### config.mk
export PLATFORM = sky130hd
export DESIGN_NAME = store_commit_queue
export DESIGN_NICKNAME = d
export VERILOG_FILES = /design/src/rtl/scq_pkg.sv /design/src/rtl/scq_ptr_ctrl.sv /design/src/rtl/scq_entry_ram.sv /design/src/rtl/scq_line_owner.sv /design/src/rtl/store_commit_queue.sv
export SDC_FILE = /design/constraint.sdc
export NUM_CORES = 1
export LEC_CHECK = 0
export BUFFER_PORTS_ARGS = -buffer_cell sky130_fd_sc_hd__buf_2
export CORE_ASPECT_RATIO = 1.25
export CORE_MARGIN = 2
export CORE_UTILIZATION = 45
export DETAILED_ROUTE_END_ITERATION = 12
export GPL_ROUTABILITY_DRIVEN = 0
export PLACE_DENSITY = 0.65
export SLEW_MARGIN = 20
export SYNTH_ARGS = -nofsm -noshare
export SYNTH_HDL_FRONTEND = slang
export SYNTH_HIERARCHICAL = 1
export SYNTH_SLANG_ARGS = --single-unit
### constraint.sdc
create_clock -name clk -period 4.4 [get_ports clk]
set_input_delay 0.22 -clock clk [delete_from_list [all_inputs] [get_ports clk]]
set_output_delay 0.22 -clock clk [all_outputs]
set_load 0.02 [all_outputs]
### src/rtl/scq_pkg.sv
package scq_pkg;
  // Ring index advance for queues whose depth need not be a power of two.
  function automatic int unsigned ring_add(int unsigned idx, int unsigned inc, int unsigned depth);
    return (idx + inc) % depth;
  endfunction

  // Number of entries still speculative.
  function automatic int unsigned spec_count(int unsigned occupied, int unsigned retired);
    return occupied - retired;
  endfunction
endpackage

### src/rtl/scq_ptr_ctrl.sv
module scq_ptr_ctrl
  import scq_pkg::*;
#(
  parameter int DEPTH = 8,
  localparam int IDX_W = $clog2(DEPTH),
  localparam int CNT_W = $clog2(DEPTH + 1)
) (
  input  logic             clk,
  input  logic             rst_n,
  input  logic             push,
  input  logic             pop,
  input  logic             retire,
  input  logic             flush,
  output logic [IDX_W-1:0] head_idx,
  output logic [IDX_W-1:0] tail_idx,
  output logic [CNT_W-1:0] cnt,
  output logic [CNT_W-1:0] rcnt
);
  logic [IDX_W-1:0] head_q, tail_q, head_n, tail_n;
  logic [CNT_W-1:0] cnt_q, rcnt_q, cnt_n, rcnt_n;
  logic             ret_fire;

  assign ret_fire = retire && (spec_count(32'(cnt_q), 32'(rcnt_q)) != 0);

  always_comb begin
    head_n = IDX_W'(ring_add(32'(head_q), 32'(pop), DEPTH));
    rcnt_n = rcnt_q + CNT_W'(ret_fire) - CNT_W'(pop);
    if (flush) begin
      cnt_n  = rcnt_n;
      tail_n = IDX_W'(ring_add(32'(head_n), 32'(rcnt_n), DEPTH));
    end else begin
      cnt_n  = cnt_q + CNT_W'(push) - CNT_W'(pop);
      tail_n = IDX_W'(ring_add(32'(tail_q), 32'(push), DEPTH));
    end
  end

  always_ff @(posedge clk) begin
    if (!rst_n) begin
      head_q <= '0;
      tail_q <= '0;
      cnt_q  <= '0;
      rcnt_q <= '0;
    end else begin
      head_q <= head_n;
      tail_q <= tail_n;
      cnt_q  <= cnt_n;
      rcnt_q <= rcnt_n;
    end
  end

  assign head_idx = head_q;
  assign tail_idx = tail_q;
  assign cnt      = cnt_q;
  assign rcnt     = rcnt_q;
endmodule

### src/rtl/scq_entry_ram.sv
module scq_entry_ram #(
  parameter int DEPTH  = 8,
  parameter int ADDR_W = 32,
  parameter int DATA_W = 8,
  localparam int IDX_W = $clog2(DEPTH)
) (
  input  logic              clk,
  input  logic              we,
  input  logic [IDX_W-1:0]  widx,
  input  logic [ADDR_W-1:0] waddr,
  input  logic [DATA_W-1:0] wdata,
  input  logic [IDX_W-1:0]  ridx,
  output logic [ADDR_W-1:0] raddr,
  output logic [DATA_W-1:0] rdata
);
  logic [ADDR_W-1:0] addr_mem [DEPTH];
  logic [DATA_W-1:0] data_mem [DEPTH];

  always_ff @(posedge clk) begin
    if (we) begin
      addr_mem[widx] <= waddr;
      data_mem[widx] <= wdata;
    end
  end

  assign raddr = addr_mem[ridx];
  assign rdata = data_mem[ridx];
endmodule

### src/rtl/scq_line_owner.sv
module scq_line_owner #(
  parameter int LINE_W = 26
) (
  input  logic              clk,
  input  logic              rst_n,
  input  logic              head_ret,
  input  logic [LINE_W-1:0] head_line,
  input  logic              grant,
  input  logic              revoke,
  output logic              own_req,
  output logic              may_write,
  output logic              held,
  output logic [LINE_W-1:0] held_line
);
  logic              held_q;
  logic [LINE_W-1:0] line_q;
  logic              line_hit;

  assign line_hit  = held_q && (line_q == head_line);
  assign own_req   = head_ret && !line_hit;
  assign may_write = head_ret && line_hit;

  always_ff @(posedge clk) begin
    if (!rst_n) begin
      held_q <= 1'b0;
      line_q <= '0;
    end else if (revoke) begin
      held_q <= 1'b0;
    end else if (own_req && grant) begin
      held_q <= 1'b1;
      line_q <= head_line;
    end
  end

  assign held      = held_q;
  assign held_line = line_q;
endmodule

### src/rtl/store_commit_queue.sv
module store_commit_queue #(
  parameter int DEPTH    = 8,
  parameter int ADDR_W   = 32,
  parameter int DATA_W   = 8,
  parameter int LINE_OFS = 6,
  localparam int IDX_W   = $clog2(DEPTH),
  localparam int CNT_W   = $clog2(DEPTH + 1),
  localparam int LINE_W  = ADDR_W - LINE_OFS
) (
  input  logic              clk,
  input  logic              rst_n,
  input  logic              alloc_valid,
  input  logic [ADDR_W-1:0] alloc_addr,
  input  logic [DATA_W-1:0] alloc_data,
  output logic              alloc_ready,
  input  logic              retire,
  input  logic              flush,
  output logic              own_req,
  output logic [LINE_W-1:0] own_line,
  input  logic              own_grant,
  input  logic              own_revoke,
  output logic              wr_valid,
  output logic [ADDR_W-1:0] wr_addr,
  output logic [DATA_W-1:0] wr_data,
  input  logic              wr_ready
);
  logic              push, pop, head_ret, may_write;
  logic [IDX_W-1:0]  head_idx, tail_idx;
  logic [CNT_W-1:0]  cnt, rcnt;
  logic [ADDR_W-1:0] head_addr;
  logic [DATA_W-1:0] head_data;
  logic [LINE_W-1:0] head_line;
  logic              held;
  logic [LINE_W-1:0] held_line;

  assign alloc_ready = (cnt != CNT_W'(DEPTH));
  assign push        = alloc_valid && alloc_ready && !flush;
  assign head_ret    = (rcnt != '0);
  assign pop         = wr_valid && wr_ready;
  assign head_line   = head_addr[ADDR_W-1:LINE_OFS];

  scq_ptr_ctrl #(.DEPTH(DEPTH)) u_ptr (
    .clk(clk), .rst_n(rst_n), .push(push), .pop(pop), .retire(retire),
    .flush(flush), .head_idx(head_idx), .tail_idx(tail_idx), .cnt(cnt), .rcnt(rcnt)
  );

  scq_entry_ram #(.DEPTH(DEPTH), .ADDR_W(ADDR_W), .DATA_W(DATA_W)) u_ram (
    .clk(clk), .we(push), .widx(tail_idx), .waddr(alloc_addr), .wdata(alloc_data),
    .ridx(head_idx), .raddr(head_addr), .rdata(head_data)
  );

  scq_line_owner #(.LINE_W(LINE_W)) u_own (
    .clk(clk), .rst_n(rst_n), .head_ret(head_ret), .head_line(head_line),
    .grant(own_grant), .revoke(own_revoke), .own_req(own_req),
    .may_write(may_write), .held(held), .held_line(held_line)
  );

  assign own_line = head_line;
  assign wr_valid = may_write;
  assign wr_addr  = head_addr;
  assign wr_data  = head_data;
endmodule

==> metrics <==
Yosys top cell area share=between 60 and 70%; HP Class=in -> reg; Worst Setup EP=u_ptr/tail_idx[2]; Pre-antenna DRT Iters=5; crit path max fanout=6; PortBufs=116; Starting Density=~46%; P_leak=6.367 nW; max_cap viols=0; Yosys Warn Count=6; Critical R2R Capture=u_ptr/tail_idx[2]; clk slew on worst S/H paths=approximately 60 ps; final hold viol count=0; Post-Route WL=between 30 and 40 mm; FF+latch count, synth=361; Worst-Skew Late Latency=530 ps; largest net degree at the start of global routing=53; detailed-placement wirelength estimate=between 15 and 20 mm; syn nets=about 830; Final Power=8.319 mW; worst reg-to-reg path cell count=19; Worst setup EP type=flip-flop; Synth area leaders=edfxtp_1 64%, mux4_1 14%, dfxtp_1 5.5%, mux2_2 3.0%, mux2i_1 1.9%; Crit Path Class=reg -> reg; number of global-route vias before repair=7765; Core Rows=74; Slew HR=between 40% and 50%; Die ar.=0.03467 mm2; Max Clock Skew=between 20 and 25 ps; syn_area_per_cell=between 15 and 20 um2; gr ovfl total=0; first-pass GRT wire length=between 40 and 50 mm; TritonCTS clock tree=yes; DR vias/cell=around 5.3; Sink Count=361; outcome=finished clean; Slew Limit Fails=0; DRT iter0 DRCs=approximately 520; Wirelength per Cell=22.24 um; Worst VDD drop=approximately 0.26 mV; Cells after DPL=approximately 1300; setup violators final=0; fill cell count=between 2000 and 2500; WP data required=~4800 ps; share of layout cells above drive strength 1=35.59%; Worst Setup Start Kind=flip-flop; via count=7586; buffer depth of the longest clock path=3; synth-to-layout area growth=22.57%; Final ANT Viol Nets=0; Unique masters post-synth=39; # DRC=0; worst setup margin=between 100 and 150 ps; Worst setup startpoint=u_ptr/head_idx[0]; Finished Layout Cells=approximately 1400; sum of negative setup slack=0 ps; Ant. Diodes=0; Final Cycle Share=between 90 and 100%; R2R setup slack=between 100 and 150 ps; fmax=roughly 0.23 GHz; power density over the cells=about 450 mW/mm2; Layout Nets=between 1000 and 1500; GRT Resource Usage Total=17.98%; critical path's slowest cell=mux4_2; CP peak stage delay=about 500 ps; Die Wd=between 150 and 200 um; I/O pin total=approximately 120; Data arrival, critical path=between 4000 and 5000 ps; CP Cell Sequence=buf_12 > buf_12 > buf_6 > mux4_2 > mux2_4 > xnor2_2 > nand4_1 > nor3_2 > buf_4 > and3_4 > and2_4 > ha_1 > inv_1 > ha_2 > xor2_4 > fa_2 > xnor2_2 > xor2_1 > a211oi_2; synthesized area=0.01493 mm2; Tmin final=roughly 4300 ps; Worst R2R Start=u_ptr/head_idx[0]; H-tree depth=2; die height=207.7 um; top cell type by total area after synthesis=edfxtp_1; Num CTS Buffers=36; Synth Instances=~760; Setup WS pre-CTS=-156.6 ps; initial antenna violation count=0; clock root cell=clkbuf_16; Layout Utilization=56.01%; Least-Margin Pin Slew=846.9 ps; Seq/Total Area, Yosys=between 60% and 70%; total core area=between 0.03 and 0.04 mm2
## layout make-up
cell class	instances	area [um2]	share of cell area, %
flip-flops and latches	361	10440	57.03
multi-input cells	328	4372	23.88
repair buffers	239	1762	9.624
clock buffers	49	970.9	5.304
well taps	418	523.0	2.857
clock inverters	17	193.9	1.059
inverters	12	45.04	0.2461
## layer usage
metal	wire, um	share of wire [%]	GRT usage, %
met5	0	0	0
met1	12980	41	23.06
met3	1513	4.8	2.745
met2	16460	52	31.66
met4	710	2.2	5.410
## placed cells by master (no fill, tap or decap), types with 8 or more instances in the layout
cell type,n
xnor2_1,9
mux2i_1,29
xnor2_2,15
dlygate4sd3_1,39
ha_1,13
clkbuf_16,38
nand2_1,58
clkbuf_1,12
dfxtp_1,38
mux4_1,62
mux2_4,14
inv_1,11
mux4_2,18
nor2_1,10
edfxtp_1,320
buf_12,8
buf_2,116
mux2_2,26
buf_4,69
## repair_timing
item | in CTS | in global routing
hold endpoints to repair | 312 | 0
gates resized for setup | 14 | 65
endpoints found under the setup margin | 1 | 4
setup buffers | 2 | 15
pin swaps | 5 | 18
hold buffers | 39 | 0
gates cloned | 2 | 1
## how the worst min path moves through the flow
| stage | endpoint | cells after the start | startpoint | slack, ps |
|---|---|---|---|---|
| finish | u_ram/addr_mem[5][9] | 1 | alloc_addr[9] | 20 |
| global route | u_ram/addr_mem[2][9] | 1 | alloc_addr[9] | 30 |
| CTS | u_ram/addr_mem[2][9] | 1 | alloc_addr[9] | 9 |
| detailed placement | u_own/held_line[2] | 2 | u_own/held_line[2] | 460 |
| global placement | u_own/held_line[22] | 2 | u_own/held_line[22] | 450 |
| floorplan | u_ram/addr_mem[0][0] | 0 | alloc_addr[0] | 320 |
## Yosys cell counts, drive strengths merged
cell type,count
edfxtp,320
mux4,80
nand2,58
dfxtp,41
mux2,40
buf,39
mux2i,29
xnor2,29
clkbuf,19
ha,18
nor2,16
inv,12
and2,8
nand4,7
xor2,7
nand2b,6
nor3,4
a21o,3
a21oi,3
and3b,3
a211oi,2
fa,2
nor2b,2
a31o,1
a31oi,1
and3,1
nand3,1
nor4,1
o2111ai,1
o211ai,1
o21ai,1
or3,1
or4,1
or4b,1
## critical path, delay by kind of cell (launching register included)
kind            cells  cell delay [ps]
compound gates      1               90
xor+xnor            4              780
fa+ha+maj           3              810
buf+inv             5              590
flops               1              380
mux                 2              810
simple gates        4              660
## flip-flops by register name, summed over array words and instances (netlist names)
| signal | count |
|---|---|
| u_ptr/rcnt | 4 |
| u_ram/data_mem | 64 |
| u_own/held_line | 26 |
| u_own/held | 1 |
| u_ptr/head_idx | 3 |
| u_ram/addr_mem | 256 |
| u_ptr/tail_idx | 3 |
| u_ptr/cnt | 4 |
## power by group
| group | internal [mW] | switching (mW) |
|---|---|---|
| clock | 1.79 | 1.24 |
| combinational | 0.555 | 0.686 |
| sequential | 3.94 | 0.103 |
## through the flow
| stage | hold slack (ps) | area (um2) |
|---|---|---|
| 2_1_floorplan | 318.9 | 14930 |
| 3_3_place_gp | 454.3 | 16290 |
| 3_5_place_dp | 458.8 | 16290 |
| 4_1_cts | 9.196 | 18010 |
| 5_1_grt | 27.14 | 18310 |
| 6_report | 24.05 | 18310 |
## cells by family (layout without fill, tap and decap cells)
logic type               Yosys count  count (layout)  synth area share (%)
buffers and inverters             70             317                 3.066
AND/OR/NAND/NOR                  110             110                 3.485
flip-flops                       361             361                 69.84
multiplexers                     149             149                 19.03
adder cells (fa/ha/maj)           20              20                 1.776
XOR/XNOR                          36              36                 2.162
AO/OA/AOI/OAI                     13              13                0.6367
(Power assumes the default switching activity.)
